==> config.mk <==
export PLATFORM = sky130hd
export DESIGN_NAME = cascade_prio_enc
export DESIGN_NICKNAME = d
export VERILOG_FILES = /design/src/rtl/cpe_pkg.sv /design/src/rtl/cpe_slice.sv /design/src/rtl/cpe_chain.sv /design/src/rtl/cpe_merge.sv /design/src/rtl/cascade_prio_enc.sv
export SDC_FILE = /design/constraint.sdc
export NUM_CORES = 1
export LEC_CHECK = 0
export ABC_AREA = 1
export BUFFER_PORTS_ARGS = -buffer_cell sky130_fd_sc_hd__buf_2
export CORE_AREA = 2 2 39 41
export DETAILED_ROUTE_END_ITERATION = 10
export DIE_AREA = 0 0 41 43
export PLACE_DENSITY = 0.77
export SKIP_LAST_GASP = 1
export SLEW_MARGIN = 20
export SYNTH_ARGS = -nofsm -noshare
export SYNTH_HDL_FRONTEND = slang
export SYNTH_SLANG_ARGS = --single-unit
==> constraint.sdc <==
create_clock -name vclk -period 1.34
set_clock_uncertainty 0.2 [all_clocks]
set_input_delay 0.134 -clock vclk [all_inputs]
set_output_delay 0.134 -clock vclk [all_outputs]
set_load 0.05 [all_outputs]
==> src/rtl/cpe_pkg.sv <==
package cpe_pkg;
    // Default geometry of the cascade
    localparam int CPE_SLICE_W = 8;   // requests per slice
    localparam int CPE_SLICE_N = 4;   // slices in the chain
endpackage

==> src/rtl/cpe_slice.sv <==
// One priority encoder slice: highest set request wins.
module cpe_slice #(
    parameter int SLICE_W = cpe_pkg::CPE_SLICE_W,
    localparam int IDX_W  = $clog2(SLICE_W)
) (
    input  logic               en_i,
    input  logic [SLICE_W-1:0] req_i,
    output logic [IDX_W-1:0]   idx_o,
    output logic               gs_o,
    output logic               idle_o
);
    logic any_req;
    logic [IDX_W-1:0] win;

    // Scan upward so the highest set bit is the last assignment
    always_comb begin
        win = '0;
        for (int b = 0; b < SLICE_W; b++) begin
            if (req_i[b]) win = IDX_W'(b);
        end
    end

    assign any_req = |req_i;
    assign gs_o    = en_i & any_req;
    assign idle_o  = en_i & ~any_req;
    assign idx_o   = gs_o ? win : '0;

    always_comb begin
        // a slice never claims and reports idle at once
        assert_gs_idle_excl_R3: assert (!(gs_o && idle_o))
            else $error("slice gs and idle both high");
        // a reported index points at a set request with nothing set above it
        if (gs_o) begin
            assert_idx_is_winner_R1: assert (req_i[idx_o] && ((req_i >> idx_o) >> 1) == '0)
                else $error("slice index is not the top request");
        end
        // no request reported means index 0
        if (!gs_o) begin
            assert_idx_zero_idle_R4: assert (idx_o == '0)
                else $error("slice index nonzero while not claiming");
        end
    end
endmodule

==> src/rtl/cpe_chain.sv <==
// Chains the slices: each lower slice is enabled by the idle flag above it.
module cpe_chain #(
    parameter int SLICE_W = cpe_pkg::CPE_SLICE_W,
    parameter int SLICE_N = cpe_pkg::CPE_SLICE_N,
    localparam int IDX_W  = $clog2(SLICE_W),
    localparam int REQ_W  = SLICE_W * SLICE_N
) (
    input  logic                            en_i,
    input  logic [REQ_W-1:0]                req_i,
    output logic [SLICE_N-1:0][IDX_W-1:0]   idx_o,
    output logic [SLICE_N-1:0]              gs_o,
    output logic                            idle_o
);
    // en_link[SLICE_N] is the global enable; en_link[s] enables slice s-1
    logic [SLICE_N:0] en_link;

    assign en_link[SLICE_N] = en_i;

    for (genvar s = SLICE_N - 1; s >= 0; s--) begin : g_slice
        cpe_slice #(.SLICE_W(SLICE_W)) u_slice (
            .en_i  (en_link[s+1]),
            .req_i (req_i[s*SLICE_W +: SLICE_W]),
            .idx_o (idx_o[s]),
            .gs_o  (gs_o[s]),
            .idle_o(en_link[s])
        );
    end

    assign idle_o = en_link[0];

    always_comb begin
        // at most one slice claims a request
        assert_one_group_R7: assert ($onehot0(gs_o))
            else $error("more than one slice claims a request");
    end
endmodule

==> src/rtl/cpe_merge.sv <==
// Builds the wide index: slice number on top, OR of slice indices below.
module cpe_merge #(
    parameter int SLICE_W = cpe_pkg::CPE_SLICE_W,
    parameter int SLICE_N = cpe_pkg::CPE_SLICE_N,
    localparam int IDX_W  = $clog2(SLICE_W),
    localparam int SEL_W  = $clog2(SLICE_N)
) (
    input  logic [SLICE_N-1:0][IDX_W-1:0] idx_i,
    input  logic [SLICE_N-1:0]            gs_i,
    output logic [SEL_W+IDX_W-1:0]        index_o,
    output logic                          found_o
);
    logic [SEL_W-1:0] sel;
    logic [IDX_W-1:0] low;

    always_comb begin
        sel = '0;
        low = '0;
        for (int s = 0; s < SLICE_N; s++) begin
            if (gs_i[s]) sel = SEL_W'(s);
            low = low | idx_i[s];
        end
    end

    assign index_o = {sel, low};
    assign found_o = |gs_i;
endmodule

==> src/rtl/cascade_prio_enc.sv <==
module cascade_prio_enc #(
    parameter int SLICE_W = cpe_pkg::CPE_SLICE_W,
    parameter int SLICE_N = cpe_pkg::CPE_SLICE_N
) (
    input  logic                                  en_i,
    input  logic [SLICE_W*SLICE_N-1:0]            req_i,
    output logic [$clog2(SLICE_W*SLICE_N)-1:0]    index_o,
    output logic                                  found_o,
    output logic                                  none_o
);
    localparam int IDX_W = $clog2(SLICE_W);

    logic [SLICE_N-1:0][IDX_W-1:0] slice_idx;
    logic [SLICE_N-1:0]            slice_gs;

    cpe_chain #(.SLICE_W(SLICE_W), .SLICE_N(SLICE_N)) u_chain (
        .en_i  (en_i),
        .req_i (req_i),
        .idx_o (slice_idx),
        .gs_o  (slice_gs),
        .idle_o(none_o)
    );

    cpe_merge #(.SLICE_W(SLICE_W), .SLICE_N(SLICE_N)) u_merge (
        .idx_i  (slice_idx),
        .gs_i   (slice_gs),
        .index_o(index_o),
        .found_o(found_o)
    );

    always_comb begin
        // disabled block reports nothing
        if (!en_i) begin
            assert_disabled_quiet_R4: assert (!found_o && !none_o && index_o == '0)
                else $error("outputs active while disabled");
        end
        // found and none never both set
        assert_found_none_excl_R2: assert (!(found_o && none_o))
            else $error("found and none both high");
        // the reported index names a set request
        if (found_o) begin
            assert_index_hits_req_R1: assert (req_i[index_o])
                else $error("index does not name a set request");
        end
    end
endmodule

==> summary.md, run 1 <==
| Metric | Value |
|---|---|
| Initial Util | `35.6%` |
| Wire per inst | `12.5 µm` |
| Fin area | `1220 µm²` |
| Fmax | `597 MHz` |
| Clk_buf instances | `0` |
| First-pass GRT wire length | `3.40 mm` |
| DR iter-0 viols | `9` |
| Die Height | `43 µm` |
| Area Overhead vs Synth | `147%` |
| Unrepaired setup endpoints after global routing | `yes` |
| Sw Ratio | `51.8%` |
| Final hold vios | `0` |
| Clock power share | `0%` |
| Met2 WL | `1.32 mm` |
| Vias in the first global route | `875` |
| Fin crit period | `1.68 ns` |
| Layout cells sized above 1 | `65.7%` |
| Syn Area/Cell | `4.74 µm²` |
| Worst setup path class | `in -> out` |
| Via density | `4.87` |
| Final nets | `204` |
| Sequential Power Share | `0%` |
| Register area | `0 µm²` |
| CP required | `1.01 ns` |
| Area of the multi-input gates | `572 µm²` |
| Worst Setup End Kind | `output pin` |
| Lkg Pwr | `0.000653 µW` |
| HP Class | `in -> out` |
| Met1 wire length | `781 µm` |
| Filler cell count | `75` |
| Port Buffer Count | `40` |
| Max Fanout on Critical Path | `2` |
| Total track usage | `26.9%` |
| Maximum capacitance violations | `0` |
| Max-slew violation count | `0` |
| Dpl ws | `-0.341 ns` |
| # diodes | `0` |
| Logic gate share of total power | `100.0%` |
| Seq_cells | `0` |
| DRC errors left | `0` |
| Final Cycle Share | `125%` |
| Boundary Pins | `40` |
| Final WL | `2.31 mm` |
| Die width | `41 µm` |
| Yosys cell types | `19` |
| Total gr overflow | `0` |
| Max rail drop VDD | `0.181 mV` |
| Setup ws final | `-0.336 ns` |
| Dpl cells | `180` |
| Post-route antenna net violation count | `0` |
| Internal Pwr Total | `160 µW` |
| Sequential share of the synthesized area | `0%` |
| Core area | `1380 µm²` |
| Top layer in use | `met4` |
| Fin cells | `185` |
| YS warnings | `0` |
| DRT Pass-1 Iters | `4` |
| Slew @ Worst Pin | `0.311 ns` |
| Cell Area, Synth | `493 µm²` |
| Startpoint class of the critical path | `input port` |
| Largest net degree at the start of global routing | `5` |
| DP Area | `983 µm²` |
| End of the critical path | `index_o[1]` |
| Antenna violations before repair | `0` |
| Standard-cell row count | `14` |
| Post-Synthesis Cells | `104` |
| Max-slew headroom | `79.1%` |
| Critical path arrival | `1.34 ns` |
| Setup violators final | `7` |
| Crit path from | `req_i[19]` |
| DR vias | `901` |
| Wire length on met3 | `136 µm` |
| Hpwl dp | `1.49 mm` |
| Status | `complete, but fails checks` |
| Pwr per Cell Area | `274 nW/µm²` |
| Full die area | `1760 µm²` |
| Failing checks | `negative setup slack` |
| Mapped Nets | `137` |
| Final RePlAce weighted congestion | `0.885` |
| Net Switching | `172 µW` |
| Cts hold-fix bufs | `0` |
final cells by class:
| type | instances | share of cell area (%) |
|---|---|---|
| well taps | 16 | 1.65 |
| multi-input cells | 78 | 47.0 |
| repair buffers | 65 | 41.7 |
| inverters | 26 | 9.67 |
worst min path at each step:
stage,depth (start not counted),endpoint,slack (ns),start
2_1_floorplan,2,none_o,0.23,en_i
3_3_place_gp,5,none_o,0.54,req_i[0]
3_5_place_dp,5,none_o,0.55,req_i[0]
4_1_cts,5,none_o,0.48,req_i[0]
5_1_grt,5,none_o,0.52,req_i[0]
6_report,5,none_o,0.51,req_i[0]
power groups by stage:
stage | Sequential, µW | Combinational (µW) | Clock (µW)
CTS | 0 | 309 | 0
global placement | 0 | 250 | 0
finish | 0 | 333 | 0
floorplan | 0 | 131 | 0
global route | 0 | 356 | 0
detailed placement | 0 | 258 | 0
layer usage:
| metal | global-route usage (%) | vias up |
|---|---|---|
| met5 | 0 | - |
| met4 | 4.00 | 0 |
| met2 | 54.7 | 40 |
| met3 | 2.62 | 9 |
| li1 | - | 444 |
| met1 | 26.2 | 408 |
cells by family after synthesis:
group | after synthesis | synth area share [%]
compound gates | 9 | 11.7
simple gates | 69 | 68.5
buf+inv | 26 | 19.8
layout by cell type, fill, tap and decap left out, drive strengths merged:
cell	instances
a21oi	2
a31oi	1
buf	65
inv	26
nand2	31
nand3	7
nand4	1
nor2	26
nor3	4
o211ai	1
o21ai	3
o21bai	2
metrics by stage:
| stage | setup TNS [ns] | util (%) | total power, µW | hold slack [ns] |
|---|---|---|---|---|
| floorplan | -0.387 | - | 131 | 0.231 |
| global placement | -1.81 | 71.1 | 250 | 0.535 |
| detailed placement | -1.93 | 71.1 | 258 | 0.545 |
| CTS | -1.10 | 83.7 | 309 | 0.477 |
| global route | -1.82 | 87.9 | 356 | 0.521 |
| finish | -1.53 | 87.9 | 333 | 0.507 |
synthesized netlist by cell type, drive strengths merged:
master,instances,area share [%]
nand2,31,26
nor2,26,27
nand4,1,1.3
nor3,4,5.1
o211ai,1,1.5
a21oi,2,2.0
inv,26,20
o21bai,2,3.0
nand3,7,9.6
o21ai,3,3.8
a31oi,1,1.3
critical path: stages:
cell     delay, ns
buf_2         0.12
nor2_4        0.09
buf_4         0.12
buf_4         0.09
nor3_1        0.03
nor3_1        0.25
nor2_2        0.10
nor2_2        0.15
nand3_4       0.09
buf_8         0.16
timing repair:
item | CTS | global route
endpoints found under the setup margin | 7 | 7
resized for setup | 39 | 14
pin swaps | 14 | 9
buffers inserted | 4 | 1
(Power assumes the default switching activity.)
==> inputs of run 2 (changes only) <==
Clock period 1.34 ns to 1.75 ns, I/O delays scaled along.
==> run 2 against run 1 <==
Effect of this change: the run now ends clean; sequential share of layout area unchanged; final area down 38%; count of clock-buffer cells in the layout unchanged; die area unchanged; final cell count down 14%; setup slack better by 0.44 ns; flip-flop and latch count unchanged; via count down 24%; worst hold slack better by 0.078 ns; power down 54%; combinational power down 54%; critical path depth up 1; critical path type unchanged; critical endpoint unchanged; largest power group unchanged.
==> summary.md, run 2 (synthesized netlist as in run 1, its figures left out) <==
| Metric | Value |
|---|---|
| Standard-cell row count | `14 (unchanged)` |
| Met2 usage | `28.4% (-26 points)` |
| DR vias | `687 (-24%)` |
| Layout cells sized above 1 | `40.3% (-25 points)` |
| DR iter-0 viols | `7 (-2)` |
| Full die area | `1760 µm² (unchanged)` |
| Filler cell count | `149 (+99%)` |
| Max-slew violation count | `0 (unchanged)` |
| Max Fanout on Critical Path | `3 (+1)` |
| Vias in the first global route | `591 (-32%)` |
| Fin crit period | `1.65 ns` |
| Setup_tns | `0 ns (+1.53 ns)` |
| CP max stage cell | `buf_6` |
| DP Area | `718 µm² (-27%)` |
| Final core utilization | `54.4% (-33 points)` |
| Hpwl dp | `1.07 mm (-28%)` |
| Die width | `41 µm (unchanged)` |
| Final nets | `179 (-12%)` |
| Unrepaired setup endpoints after global routing | `yes` |
| Area of the multi-input gates | `405 µm² (-29%)` |
| CP required | `1.37 ns (+0.36 ns)` |
| Antenna violations before repair | `0 (unchanged)` |
| Status | `completed` |
| Final WL | `1.15 mm (-50%)` |
| Max rail drop VDD | `0.0712 mV (-61%)` |
| Pwr per Cell Area | `203 nW/µm² (-26%)` |
| Wire per inst | `7.18 µm (-43%)` |
| Lkg Pwr | `0.000458 µW (-30%)` |
| Fin area | `753 µm² (-38%)` |
| Startpoint class of the critical path | `input port` |
| Largest net degree at the start of global routing | `5 (unchanged)` |
| Critical path arrival | `1.27 ns (-0.07 ns)` |
| Worst Setup End Kind | `output pin` |
| Port Buffer Count | `40 (unchanged)` |
| Slew @ Worst Pin | `0.231 ns (-0.0801 ns)` |
| Hold depth | `4 (-1)` |
| Cts hold-fix bufs | `0 (unchanged)` |
| Initial Util | `35.6% (unchanged)` |
| Final RePlAce weighted congestion | `0.741 (-16%)` |
| Crit path cell chain | `buf_2 > nor2_1 > nand2_1 > nor2_4 > nand2_2 > nor2_2 > inv_2 > nor2_2 > nor2_1 > nand3_1 > buf_6` |
| First-pass GRT wire length | `1.87 mm (-45%)` |
| Critical Path Max Stage Delay | `0.16 ns (-0.09 ns)` |
| Most frequent cells in the layout | `34 x buf_2, 27 x nand2_1, 25 x inv_1, 18 x nor2_1` |
| WHS | `0.584 ns (+0.0775 ns)` |
| Area Overhead vs Synth | `52.8%` |
| Hold endpoint | `index_o[2]` |
| Core area | `1380 µm² (unchanged)` |
| Post CTS Setup Buffer Count | `0 (-4)` |
| Most common cell after layout, fill and taps aside | `buf_2` |
| Hold Crit Start | `req_i[6]` |
| DRC errors left | `0 (unchanged)` |
| Total track usage | `13.9% (-13 points)` |
| Die Height | `43 µm (unchanged)` |
| Seq_cells | `0 (unchanged)` |
| Boundary Pins | `40 (unchanged)` |
| Setup violators final | `0 (-7)` |
| Grt peak-use layer | `met2` |
| Maximum capacitance violations | `0 (unchanged)` |
| # diodes | `0 (unchanged)` |
| HP Class | `in -> out` |
| Post-cts sizing count | `0 (-100%)` |
| DRT Pass-1 Iters | `4 (unchanged)` |
| Max-slew headroom | `84.5% (+5.4 points)` |
| Total gr overflow | `0 (unchanged)` |
| Clk_buf instances | `0 (unchanged)` |
| Final Cycle Share | `94.3%` |
| Final hold vios | `0 (unchanged)` |
| Worst setup path class | `in -> out` |
| Met1 Resource Use GR | `14.9% (-11 points)` |
| Register area | `0 µm² (unchanged)` |
| Post-route antenna net violation count | `0 (unchanged)` |
| Via density | `4.29 (-12%)` |
| Fmax | `606 MHz` |
| GR Util met3 | `0.524% (-2.1 points)` |
run 2: changes by cell type in the layout (fill, tap and decap cells not counted), moves of 4 or more:
cell     change
buf_4       -24
nor2_4       -9
buf_2       +10
nand2_1      +6
buf_8        -5
inv_2        -4
buf_6        -7
nand3_1      +5
nand2_2      -4
nor2_1      +10
inv_1        +6
run 2: per-layer routing:
metal  share of wire (%)  vias to the layer above
met5                   0                        -
met4                   0                        0
met3                 9.7                        0
met2                  47                       28
met1                  44                      264
li1                    -                      395
run 2: worst max-delay path: cells and delay by family:
family | cells | cell delay, ns
and+or+nand+nor | 8 | 0.78
buffers and inverters | 3 | 0.32
run 2: metrics by stage:
| stage | std cells | setup WS [ns] | power [µW] |
|---|---|---|---|
| final | 160 | 0.100 | 153 |
| after floorplan | 104 | 0.0668 | 85.1 |
| after global placement | 160 | 0.0256 | 142 |
| after detailed placement | 160 | 0.0169 | 144 |
| after CTS | 160 | 0.0146 | 145 |
| after global routing | 160 | -0.0341 | 173 |
run 2: worst max path at each step:
stage          startpoint  slack, ns  cells after the start         end
2_1_floorplan    req_i[4]       0.07                      5      none_o
3_3_place_gp    req_i[27]       0.03                     11  index_o[1]
3_5_place_dp    req_i[27]       0.02                      9  index_o[2]
4_1_cts         req_i[27]       0.01                     11  index_o[1]
5_1_grt         req_i[23]      -0.03                      9     found_o
6_report        req_i[27]       0.10                     11  index_o[1]
run 2: layout make-up:
type	count	area share, %
multi-input combinational	78	53.8
timing repair buffer	40	30.6
inverter	26	13.0
tap	16	2.66
run 2: power by group:
group / switching, µW / internal (µW) / total (µW)
Sequential: 0 / 0 / 0
Clock: 0 / 0 / 0
Combinational: 89.7 / 63.5 / 153
==> inputs of run 3 (changes only) <==
--- a/config.mk
+++ b/config.mk
@@ -8,8 +8,11 @@
 export ABC_AREA = 1
 export BUFFER_PORTS_ARGS = -buffer_cell sky130_fd_sc_hd__buf_2
-export CORE_AREA = 2 2 39 41
+export CELL_PAD_IN_SITES_DETAIL_PLACEMENT = 2
+export CELL_PAD_IN_SITES_GLOBAL_PLACEMENT = 2
+export CORE_ASPECT_RATIO = 2
+export CORE_UTILIZATION = 17
 export DETAILED_ROUTE_END_ITERATION = 10
-export DIE_AREA = 0 0 41 43
-export PLACE_DENSITY = 0.77
+export GPL_ROUTABILITY_DRIVEN = 0
+export PLACE_DENSITY_LB_ADDON = 0.1
 export SKIP_LAST_GASP = 1
 export SLEW_MARGIN = 20
==> constraint.sdc (replaced) <==
create_clock -name vclk -period 1.75
set_clock_uncertainty 0.2 [all_clocks]
set_input_delay 0.175 -clock vclk [all_inputs]
set_output_delay 0.175 -clock vclk [all_outputs]
set_load 0.02 [all_outputs]
==> run 3 against run 2 <==
Effect of this change: core utilization fell by 27 points; worst hold slack got worse by 0.017 ns; power is 14% lower; critical path depth is 2 lower; sequential share of layout area did not move; final area decreased by 0.83%; highest routed layer unchanged; global-route usage down 1.7 points; largest power group unchanged; first-iteration DRC count down 71%; count of clock-buffer cells in the layout stayed put; final cell count grew 8.1%; routed wire length is 54% higher; maximum frequency shrank 0.18%.
==> summary.md, run 3 (synthesized netlist as in run 1, its figures left out) <==
| Metric | Value |
|---|---|
| DRC errors left | `0 (unchanged)` |
| Lkg Pwr | `0.000450 µW (-1.6%)` |
| WHS | `0.567 ns (-0.0168 ns)` |
| Wire per inst | `10.2 µm (+43%)` |
| Max-slew headroom | `85.3% (+0.82 points)` |
| Pwr per Cell Area | `175 nW/µm² (-14%)` |
| Full die area | `3130 µm² (+78%)` |
| Slew @ Worst Pin | `0.220 ns (-0.0118 ns)` |
| DRT Pass-1 Iters | `2 (-2)` |
| Antenna violations before repair | `0 (unchanged)` |
| Fin crit period | `1.65 ns (+0.00293 ns)` |
| Maximum capacitance violations | `0 (unchanged)` |
| Post-route antenna net violation count | `0 (unchanged)` |
| Most frequent cells in the layout | `40 x buf_2, 27 x nand2_1, 25 x inv_1, 15 x nor2_1, 7 x nor2_2` |
| Worst setup path class | `in -> out` |
| Via density | `4.40 (+2.4%)` |
| Final WL | `1.77 mm (+54%)` |
| Total gr overflow | `0 (unchanged)` |
| Standard-cell row count | `27 (+13)` |
| Most common cell after layout, fill and taps aside | `buf_2` |
| Status | `completed` |
| Final Cycle Share | `94.4% (+0.17 points)` |
| Register area | `0 µm² (unchanged)` |
| Largest net degree at the start of global routing | `5 (unchanged)` |
| Setup violators final | `0 (unchanged)` |
| Final core utilization | `27.3% (-27 points)` |
| Final nets | `179 (unchanged)` |
| Clk_buf instances | `0 (unchanged)` |
| Boundary Pins | `40 (unchanged)` |
| Hpwl dp | `1.74 mm (+63%)` |
| # diodes | `0 (unchanged)` |
| Core area | `2740 µm² (+98%)` |
| Die Height | `78.2 µm (+82%)` |
| First-pass GRT wire length | `2.94 mm (+57%)` |
| Max-slew violation count | `0 (unchanged)` |
| HP Class | `in -> out` |
| Worst Setup End Kind | `output pin` |
| Seq_cells | `0 (unchanged)` |
| Cts hold-fix bufs | `0 (unchanged)` |
| Max rail drop VDD | `0.0445 mV (-38%)` |
| Critical path arrival | `1.28 ns (about the same)` |
| Vias in the first global route | `804 (+36%)` |
| Startpoint class of the critical path | `input port` |
| Initial Util | `18.0% (-18 points)` |
| Total track usage | `12.2% (-1.7 points)` |
| Max Fanout on Critical Path | `4 (+1)` |
| Fmax | `605 MHz (-0.18%)` |
| End of the critical path | `index_o[0]` |
| Crit path from | `req_i[31]` |
| CP required | `1.37 ns (about the same)` |
| DR vias | `761 (+11%)` |
| Area Overhead vs Synth | `51.5%` |
| Port Buffer Count | `40 (unchanged)` |
| Layout cells sized above 1 | `41.7% (+1.4 points)` |
| Die width | `40.1 µm (-2.3%)` |
| Final hold vios | `0 (unchanged)` |
| DR iter-0 viols | `2 (-5)` |
==> run 3: worst min-delay path by stage <==
stage,startpoint,end,slack [ns],cells past startpoint
2_1_floorplan,en_i,none_o,0.34,2
3_3_place_gp,req_i[7],index_o[2],0.57,4
3_5_place_dp,req_i[6],index_o[2],0.57,4
4_1_cts,req_i[6],index_o[2],0.58,4
5_1_grt,req_i[7],index_o[2],0.59,4
6_report,req_i[6],index_o[2],0.57,4
==> run 3: power breakdown <==
group          internal [µW]  switching, µW  leakage, µW  total [µW]
Clock                      0              0            0           0
Sequential                 0              0            0           0
Combinational           56.4           74.6     0.000450         131
==> run 3: layout make-up <==
class                      instances  area, µm²
inverter                          26       97.6
multi-input combinational         78        413
tap                               29       36.3
fill                             382       1990
timing repair buffer              40        200
==> run 3: per-stage QoR <==
stage	setup WS [ns]	std cells	instance area (µm²)	total power (µW)	TNS [ns]
4_1_cts	0.00970	173	729	133	0
3_3_place_gp	-0.00612	173	729	128	-0.00612
6_report	0.0975	173	747	131	0
2_1_floorplan	0.243	104	493	65.6	0
5_1_grt	-0.0111	173	747	150	-0.0153
3_5_place_dp	0.0129	173	729	132	0
==> run 3: worst max-delay path, stage by stage <==
cell	delay (ns)
buf_2	0.11
nor2_2	0.13
nand2_2	0.10
nor2_4	0.17
nand3_4	0.11
nor2_4	0.12
nand3_1	0.11
nand4_1	0.09
buf_2	0.16
==> run 3: per-layer routing <==
metal | vias to the layer above | routed length [µm] | GRT usage, %
met5 | - | 0 | 0
met4 | 0 | 0 | 0
met3 | 0 | 66 | 0
met2 | 23 | 1170 | 27.9
met1 | 347 | 530 | 10.0
li1 | 391 | - | -
==> run 3: what timing repair did <==
item,in CTS,in global routing
endpoints found under the setup margin,0,5
buffers inserted,0,0
resized for setup,0,5
